**src/rtl/aux_i2s_pkg.sv**
```systemverilog
`timescale 1ns/1ps
package aux_i2s_pkg;

   // edge events of the active port clocks, seen in the master-clock domain
   typedef struct packed {
      logic lr;        // current word-clock level
      logic b_rise;    // bit clock rose
      logic b_fall;    // bit clock fell
      logic lr_fall;   // word clock fell (left channel / frame start)
   } aux_edge_t;

endpackage

```
**src/rtl/aux_i2s_clk.sv**
```systemverilog
`timescale 1ns/1ps
module aux_i2s_clk
   import aux_i2s_pkg::*;
#(
   parameter int unsigned MCLK_PER_BCLK = 8,
   parameter int unsigned SLOT_W        = 32,
   parameter int unsigned LANES         = 2,
   parameter int unsigned SYNC_STAGES   = 2
) (
   input  logic             clk,
   input  logic             rst_n,
   input  logic             mst_sel,
   input  logic             bclk_i,
   input  logic             lrclk_i,
   input  logic [LANES-1:0] sdi_i,
   output logic             bclk_m,
   output logic             lrclk_m,
   output aux_edge_t        ev,
   output logic [LANES-1:0] sdi_s
);
   localparam int unsigned FRAME_MCLK = 2 * SLOT_W * MCLK_PER_BCLK;
   localparam int unsigned CNT_W      = $clog2(FRAME_MCLK);
   localparam int unsigned BCLK_BIT   = $clog2(MCLK_PER_BCLK) - 1;
   localparam int unsigned NSIG       = LANES + 2;
   localparam int unsigned CHAIN_W    = SYNC_STAGES * NSIG;

   if (MCLK_PER_BCLK < 2 || (MCLK_PER_BCLK & (MCLK_PER_BCLK - 1)) != 0) begin : g_bad_div
      $error("MCLK_PER_BCLK must be a power of two, at least 2");
   end
   if (SLOT_W < 2 || (SLOT_W & (SLOT_W - 1)) != 0) begin : g_bad_slot
      $error("SLOT_W must be a power of two, at least 2");
   end
   if (SYNC_STAGES < 2) begin : g_bad_sync
      $error("SYNC_STAGES must be at least 2");
   end

   // master-mode divider: one counter period is one word-clock frame
   logic [CNT_W-1:0] div_cnt;
   always_ff @(posedge clk) begin
      if (!rst_n) div_cnt <= '0;
      else        div_cnt <= div_cnt + 1'b1;
   end
   assign bclk_m  = div_cnt[BCLK_BIT];
   assign lrclk_m = div_cnt[CNT_W-1];

   // slave-mode synchroniser: clocks and data travel together, same delay
   logic [CHAIN_W-1:0] chain;
   always_ff @(posedge clk) begin
      if (!rst_n) chain <= '0;
      else        chain <= {chain[CHAIN_W-NSIG-1:0], sdi_i, lrclk_i, bclk_i};
   end
   logic [NSIG-1:0] tail;
   assign tail = chain[CHAIN_W-1 -: NSIG];

   logic b_int, l_int, b_q, l_q;
   always_comb begin
      b_int = mst_sel ? bclk_m  : tail[0];
      l_int = mst_sel ? lrclk_m : tail[1];
      sdi_s = mst_sel ? sdi_i   : tail[NSIG-1:2];
   end

   always_ff @(posedge clk) begin
      if (!rst_n) begin
         b_q <= 1'b0;
         l_q <= 1'b0;
      end else begin
         b_q <= b_int;
         l_q <= l_int;
      end
   end

   always_comb begin
      ev.lr      = l_int;
      ev.b_rise  = b_int & ~b_q;
      ev.b_fall  = ~b_int & b_q;
      ev.lr_fall = ~l_int & l_q;
   end


   lr_on_bclk_fall_chk: assert property (@(posedge clk) disable iff (!rst_n)
      (mst_sel && !$stable(lrclk_m)) |-> $fell(bclk_m));

endmodule

```
**src/rtl/aux_i2s_slot.sv**
```systemverilog
`timescale 1ns/1ps
module aux_i2s_slot
   import aux_i2s_pkg::*;
#(
   parameter int unsigned SLOT_W = 32,
   parameter int unsigned PW     = $clog2(SLOT_W) + 1
) (
   input  logic          clk,
   input  logic          rst_n,
   input  aux_edge_t     ev,
   output logic [PW-1:0] rpos,
   output logic [PW-1:0] tpos,
   output logic          aligned
);
   localparam logic [PW-1:0] LAST = PW'(SLOT_W);

   logic [PW-1:0] rpos_q, tpos_q;
   logic          lr_r, lr_t;

   // position of the bit at this edge; 0 is the bit right after a word-clock change
   always_comb begin
      rpos = (ev.lr != lr_r) ? '0 : ((rpos_q == LAST) ? LAST : rpos_q + 1'b1);
      tpos = (ev.lr != lr_t) ? '0 : ((tpos_q == LAST) ? LAST : tpos_q + 1'b1);
   end

   always_ff @(posedge clk) begin
      if (!rst_n) begin
         rpos_q  <= '0;
         tpos_q  <= '0;
         lr_r    <= 1'b0;
         lr_t    <= 1'b0;
         aligned <= 1'b0;
      end else begin
         if (ev.b_rise) begin
            rpos_q <= rpos;
            lr_r   <= ev.lr;
         end
         if (ev.b_fall) begin
            tpos_q <= tpos;
            lr_t   <= ev.lr;
         end
         if (ev.lr_fall) aligned <= 1'b1;
      end
   end

endmodule

```
**src/rtl/aux_i2s_rx_lane.sv**
```systemverilog
`timescale 1ns/1ps
module aux_i2s_rx_lane #(
   parameter int unsigned SAMPLE_W = 24,
   parameter int unsigned PW       = 6
) (
   input  logic                clk,
   input  logic                rst_n,
   input  logic                sample,
   input  logic                lr,
   input  logic [PW-1:0]       pos,
   input  logic                sdi,
   output logic [SAMPLE_W-1:0] left,
   output logic [SAMPLE_W-1:0] right
);
   logic [SAMPLE_W-1:0] shreg, lhold, word_now;
   logic                in_word, last_bit;

   always_comb begin
      word_now = {shreg[SAMPLE_W-2:0], sdi};
      in_word  = (pos >= PW'(1)) && (pos <= PW'(SAMPLE_W));
      last_bit = (pos == PW'(SAMPLE_W));
   end

   always_ff @(posedge clk) begin
      if (!rst_n) begin
         shreg <= '0;
         lhold <= '0;
         left  <= '0;
         right <= '0;
      end else if (sample && in_word) begin
         shreg <= word_now;
         if (last_bit) begin
            if (!lr) begin
               lhold <= word_now;
            end else begin
               left  <= lhold;
               right <= word_now;
            end
         end
      end
   end

endmodule

```
**src/rtl/aux_i2s_tx.sv**
```systemverilog
`timescale 1ns/1ps
module aux_i2s_tx #(
   parameter int unsigned SAMPLE_W = 24,
   parameter int unsigned PW       = 6
) (
   input  logic                clk,
   input  logic                rst_n,
   input  logic                lr,
   input  logic                b_fall,
   input  logic                lr_fall,
   input  logic [PW-1:0]       tpos,
   input  logic [SAMPLE_W-1:0] tx_left,
   input  logic [SAMPLE_W-1:0] tx_right,
   output logic                sdo
);
   logic [SAMPLE_W-1:0] l_q, r_q, word;
   logic                nxt;

   always_comb begin
      word = lr ? r_q : l_q;
      nxt  = 1'b0;
      for (int i = 0; i < int'(SAMPLE_W); i++) begin
         if (tpos == PW'(int'(SAMPLE_W) - i)) nxt = word[i];
      end
   end

   always_ff @(posedge clk) begin
      if (!rst_n) begin
         l_q <= '0;
         r_q <= '0;
         sdo <= 1'b0;
      end else begin
         if (lr_fall) begin
            l_q <= tx_left;
            r_q <= tx_right;
         end
         if (b_fall) sdo <= nxt;
      end
   end


   tx_pad_zero_chk: assert property (@(posedge clk) disable iff (!rst_n)
      (b_fall && tpos == '0) |=> !sdo);

endmodule

```
**src/rtl/aux_i2s_port.sv**
```systemverilog
`timescale 1ns/1ps
module aux_i2s_port
   import aux_i2s_pkg::*;
#(
   parameter int unsigned SAMPLE_W      = 24,
   parameter int unsigned SLOT_W        = 32,
   parameter int unsigned MCLK_PER_BCLK = 8,
   parameter int unsigned LANES         = 2,
   parameter int unsigned SYNC_STAGES   = 2
) (
   input  logic                      clk,
   input  logic                      rst_n,
   input  logic                      mst_sel,
   input  logic                      bclk_i,
   output logic                      bclk_o,
   output logic                      bclk_oe,
   input  logic                      lrclk_i,
   output logic                      lrclk_o,
   output logic                      lrclk_oe,
   input  logic [LANES-1:0]          sdi,
   output logic                      sdo,
   input  logic [SAMPLE_W-1:0]       tx_left,
   input  logic [SAMPLE_W-1:0]       tx_right,
   output logic [LANES*SAMPLE_W-1:0] rx_left,
   output logic [LANES*SAMPLE_W-1:0] rx_right,
   output logic                      rx_valid,
   output logic                      sync_o
);
   localparam int unsigned PW = $clog2(SLOT_W) + 1;

   if (SAMPLE_W < 2 || SAMPLE_W >= SLOT_W) begin : g_bad_width
      $error("SAMPLE_W must be at least 2 and below SLOT_W");
   end
   if (LANES < 1) begin : g_bad_lanes
      $error("LANES must be at least 1");
   end

   aux_edge_t        ev;
   logic [LANES-1:0] sdi_s;
   logic [PW-1:0]    rpos, tpos;
   logic             aligned;

   aux_i2s_clk #(
      .MCLK_PER_BCLK(MCLK_PER_BCLK), .SLOT_W(SLOT_W),
      .LANES(LANES), .SYNC_STAGES(SYNC_STAGES)
   ) clk_i (
      .clk(clk), .rst_n(rst_n), .mst_sel(mst_sel),
      .bclk_i(bclk_i), .lrclk_i(lrclk_i), .sdi_i(sdi),
      .bclk_m(bclk_o), .lrclk_m(lrclk_o), .ev(ev), .sdi_s(sdi_s)
   );

   assign bclk_oe  = mst_sel;
   assign lrclk_oe = mst_sel;

   aux_i2s_slot #(.SLOT_W(SLOT_W), .PW(PW)) slot_i (
      .clk(clk), .rst_n(rst_n), .ev(ev),
      .rpos(rpos), .tpos(tpos), .aligned(aligned)
   );

   for (genvar g = 0; g < int'(LANES); g++) begin : g_lane
      aux_i2s_rx_lane #(.SAMPLE_W(SAMPLE_W), .PW(PW)) rx_i (
         .clk(clk), .rst_n(rst_n), .sample(ev.b_rise), .lr(ev.lr),
         .pos(rpos), .sdi(sdi_s[g]),
         .left(rx_left[g*SAMPLE_W +: SAMPLE_W]),
         .right(rx_right[g*SAMPLE_W +: SAMPLE_W])
      );
   end

   aux_i2s_tx #(.SAMPLE_W(SAMPLE_W), .PW(PW)) tx_i (
      .clk(clk), .rst_n(rst_n), .lr(ev.lr), .b_fall(ev.b_fall),
      .lr_fall(ev.lr_fall), .tpos(tpos),
      .tx_left(tx_left), .tx_right(tx_right), .sdo(sdo)
   );

   always_ff @(posedge clk) begin
      if (!rst_n) begin
         rx_valid <= 1'b0;
         sync_o   <= 1'b0;
      end else begin
         rx_valid <= aligned && ev.b_rise && ev.lr && (rpos == PW'(SAMPLE_W));
         sync_o   <= ev.lr_fall;
      end
   end

   // checker state: a frame start has been announced since reset
   logic seen_sync;
   always_ff @(posedge clk) begin
      if (!rst_n)      seen_sync <= 1'b0;
      else if (sync_o) seen_sync <= 1'b1;
   end


   sync_single_chk: assert property (@(posedge clk) disable iff (!rst_n)
      sync_o |=> !sync_o);


   sync_after_lr_fall_chk: assert property (@(posedge clk) disable iff (!rst_n)
      (mst_sel && $past(mst_sel) && $fell(lrclk_o)) |=> sync_o);


   rx_valid_single_chk: assert property (@(posedge clk) disable iff (!rst_n)
      rx_valid |=> !rx_valid);


   rx_after_frame_chk: assert property (@(posedge clk) disable iff (!rst_n)
      rx_valid |-> seen_sync);

endmodule

```
**config.mk**
```make
export PLATFORM = sky130hd
export DESIGN_NAME = aux_i2s_port
export DESIGN_NICKNAME = d
export VERILOG_FILES = /design/src/rtl/aux_i2s_pkg.sv /design/src/rtl/aux_i2s_clk.sv /design/src/rtl/aux_i2s_slot.sv /design/src/rtl/aux_i2s_rx_lane.sv /design/src/rtl/aux_i2s_tx.sv /design/src/rtl/aux_i2s_port.sv
export SDC_FILE = /design/constraint.sdc
export NUM_CORES = 1
export LEC_CHECK = 0
export BUFFER_PORTS_ARGS = -buffer_cell sky130_fd_sc_hd__clkbuf_2
export CORE_MARGIN = 1
export CORE_UTILIZATION = 40
export DETAILED_ROUTE_END_ITERATION = 6
export GPL_ROUTABILITY_DRIVEN = 1
export HOLD_SLACK_MARGIN = 0.08
export PLACE_DENSITY = 0.6
export SETUP_SLACK_MARGIN = 0.1
export SYNTH_ARGS = -nofsm -noshare
export SYNTH_HDL_FRONTEND = slang
export SYNTH_SLANG_ARGS = --single-unit
```
**constraint.sdc**
```tcl
create_clock -name clk -period 5.2 [get_ports clk]
set_input_delay 0.78 -clock clk [delete_from_list [all_inputs] [get_ports clk]]
set_output_delay 0.78 -clock clk [all_outputs]
set_load 0.02 [all_outputs]
```
==> key figures <==
Synth
  • Number of synthesized flops with an enable pin: 0
  • Synth Area in Compound Gates: between 10% and 20%
  • Mapped Cells: 1,319
  • FF+latch count, synth: about 280
  • Top cell type's share of synthesized area: about half
  • Syn_nets: 1,379
  • Synth Area in Simple Gates: 22.6%
  • Synth cell count leaders: 427 x nand2_1, 275 x dfxtp_1, 134 x a21boi_1, 63 x a21boi_0, 62 x clkbuf_1
  • Post-Synth Adder-Cell Area: 0.551%
  • Netlist Area Pre-Place: around 11,000 µm²
  • Post-synthesis xor/xnor area fraction: 1.37%
  • Synth warn: 0
  • Top FF cell, synth: dfxtp_1
  • Post-synthesis sequential area ratio: 48.5%
  • Avg Synthesized Cell Area: 8.61 µm²
  • Ys async rst share: 0%
  • Post-synthesis cell type count: 67
  • Area contributors post-synth: dfxtp_1 48%, nand2_1 14%, a21boi_1 8.9%
  • Largest family of logic cells by synthesized area: simple AND/OR/NAND/NOR gates
  • Cell taking the most area after synthesis: dfxtp_1
  • Count leader, synth: nand2_1
  • Mux cell area share after synthesis: under 10%

CTS
  • Longest Clk Path Bufs: 3
  • Post-CTS sizing: 0
  • Worst skew pair latency: ~0.54 ns
  • Setup Fix Bufs, Post-CTS: 0
  • Clock slew at reported path FFs: approximately 0.060 ns
  • Clock Tree Root: clkbuf_16
  • Clock sinks: 275
  • CTS Buf Count: 29
  • Hold-fix buffers, CTS: 0
  • Total number of H-tree levels: 1
  • CTS tree: yes

STA
  • Unrepaired setup endpoints after global routing: false
  • Rel. slew slack: 32.1%
  • Final hold viol count: 0
  • Peak Freq: 0.315 GHz
  • Period utilisation layout: 61.1%
  • Slew of the pin with the lowest slew margin: 1.02 ns
  • Min cycle time layout: 3.18 ns
  • Setup TNS: 0 ns
  • Setup Viol. Count Final: 0
  • Clk_skew: roughly 0.0067 ns
  • Max Transition Viols Final: 0

Route
  • WL/cell: 13.9 µm
  • Total wire length: 25,300 µm
  • DRC viols: 0
  • Vias: 8,909
  • DR vias/cell: 4.89
  • Iteration-0 DRC Markers: 476
  • Drt first pass iters: 5
  • Routed Antenna Nets: 0

GRT
  • First-pass GRT wire length: 41,700 µm
  • Initial antenna violation count: 0
  • Gr usage total: 17.4%
  • Vias in the first global route: around 8,300
  • Largest net degree at the start of global routing: 152
  • Overflow after GRT: 0

Pwr
  • Total internal power: between 0.003 and 0.004 W
  • Reg power frac: between 40% and 50%
  • Leakage: 5.26 nW
  • Overall Power: 0.00432 W
  • Sw power: 0.000922 W
  • Switching part of the total: 21.4%
  • Power Density: ~330 nW/µm²
  • Clock share of power: 46.8%
  • Combinational power share: 3.9%
  • Worst VDD drop: approximately 0.23 mV

Die
  • Die W: about 170 µm
  • Die Ht: 170 µm
  • IO Pins: 158
  • Core area: 27,900 µm²
  • Site row count: between 60 and 70
  • Die area: 29,100 µm²
  • Starting Density: between 40 and 50%

Critical path
  • Critical Path AT: 3.61 ns
  • Crit. End Element: flip-flop
  • R2R Setup Slk: 2.24 ns
  • CP startpoint: mst_sel
  • R2r startpoint: clk_i.div_cnt[8]
  • Critical path startpoint category: input port
  • Critical path type: in -> reg
  • Slowest-stage cell, CP: nor2_4
  • CP max FO: 25
  • Slowest Stage Delay on Critical Path: 0.61 ns
  • Critical Path RT: 5.64 ns
  • Worst-path cell chain: clkbuf_2 > mux2i_4 > xnor2_1 > nor3_1 > and3_1 > nand3_1 > nor2_4 > buf_4 > nand2_1 > o211a_1

Flow run
  • Max-cap violations: 0

Finish
  • Nets: ~1,500
  • ANT cells: 0
  • Ratio of cells with drive above 1 in the final layout: 15.8%
  • Fin cells: 1,822
  • Area Overhead vs Synth: 16.7%
  • Fillers: 2,761

Placement
  • Port Buffers: 157
  • Dpl cells: 1,770
  • RD Place Congestion: between 0.8 and 0.9
  • HPWL after detailed placement: 16,000 µm

Min path
  • Hold Crit Start: clk_i.chain[0]
  • Worst Hold Class: reg -> reg

Outcome
  • Outcome: finished clean
-- layout make-up --
cell class	count	area [µm²]	share of cell area, %
inverters	7	26.3	0.198
clock buffers	44	872	6.58
repair buffers	166	885	6.68
clock inverters	8	72.6	0.548
well taps	378	473	3.57
multi-input cells	944	5420	40.9
flip-flops and latches	275	5510	41.5
-- power groups by stage --
| stage | Clock, W | Combinational, W | Sequential [W] |
|---|---|---|---|
| floorplan | 0 | 0.000126 | 0.00217 |
| global placement | 0 | 0.000170 | 0.00218 |
| detailed placement | 0 | 0.000171 | 0.00218 |
| CTS | 0.00207 | 0.000171 | 0.00213 |
| global route | 0.00216 | 0.000188 | 0.00213 |
| finish | 0.00202 | 0.000170 | 0.00213 |
-- cells by family (layout without fill, tap and decap cells) --
kind of cell | after synthesis | after routing
AND/OR/NAND/NOR | 593 | 593
flip-flops | 275 | 275
AO/OA/AOI/OAI | 272 | 272
buffers and inverters | 100 | 225
multiplexers | 58 | 58
XOR/XNOR | 16 | 16
adder cells (fa/ha/maj) | 5 | 5
-- worst max-delay path, delay by kind of cell --
family	cells	cell delay, ns
AND/OR/NAND/NOR	5	1.40
AO/OA/AOI/OAI	1	0.13
XOR/XNOR	1	0.20
multiplexers	1	0.51
buffers and inverters	2	0.57
-- state kept, by name, indices dropped and copies added (netlist names), 6 cells and up --
| name | cells |
|---|---|
| clk_i.chain | 8 |
| g_lane.rx_i.shreg | 46 |
| slot_i.rpos_q | 6 |
| g_lane.rx_i.left | 48 |
| slot_i.tpos_q | 6 |
| g_lane.rx_i.lhold | 48 |
| tx_i.r_q | 24 |
| g_lane.rx_i.right | 48 |
| clk_i.div_cnt | 9 |
| tx_i.l_q | 24 |
-- path summary, 6_finish.rpt --
kind | to | depth (start not counted)
worst max-delay path | g_lane[1].rx_i.lhold[0] | 10
worst max register to register | g_lane[1].rx_i.lhold[0] | 9
worst min register to register | clk_i.chain[4] | 1
worst min-delay path | clk_i.chain[4] | 1
-- cells in the final DEF (no fill, tap or decap), drive strengths merged, types with 8 or more instances in the layout --
| cell | count |
|---|---|
| nand2 | 428 |
| dfxtp | 275 |
| clkbuf | 200 |
| a21boi | 197 |
| nor2b | 55 |
| mux2i | 55 |
| nor2 | 25 |
| and2 | 21 |
| nand3 | 20 |
| o21ai | 18 |
| a21oi | 15 |
| buf | 10 |
| nor3 | 9 |
| xnor2 | 9 |
| nand4 | 8 |
| inv | 8 |
-- layer usage --
| metal | share of wire, % | track usage, % |
|---|---|---|
| met3 | 4.1 | 2.79 |
| met2 | 45 | 28.3 |
| met5 | 0 | 0 |
| met1 | 49 | 24.1 |
| met4 | 2.0 | 4.03 |
-- through the flow --
stage	setup WS, ns	instance area, µm²	utilization, %	hold slack [ns]
detailed placement	1.42	12300	44.2	0.422
CTS	1.99	13300	47.6	0.423
global route	1.72	13300	47.6	0.438
floorplan	2.44	11400	-	0.410
global placement	1.51	12300	44.2	0.416
finish	2.02	13300	47.6	0.434
Power figures use the tool's default switching activity.
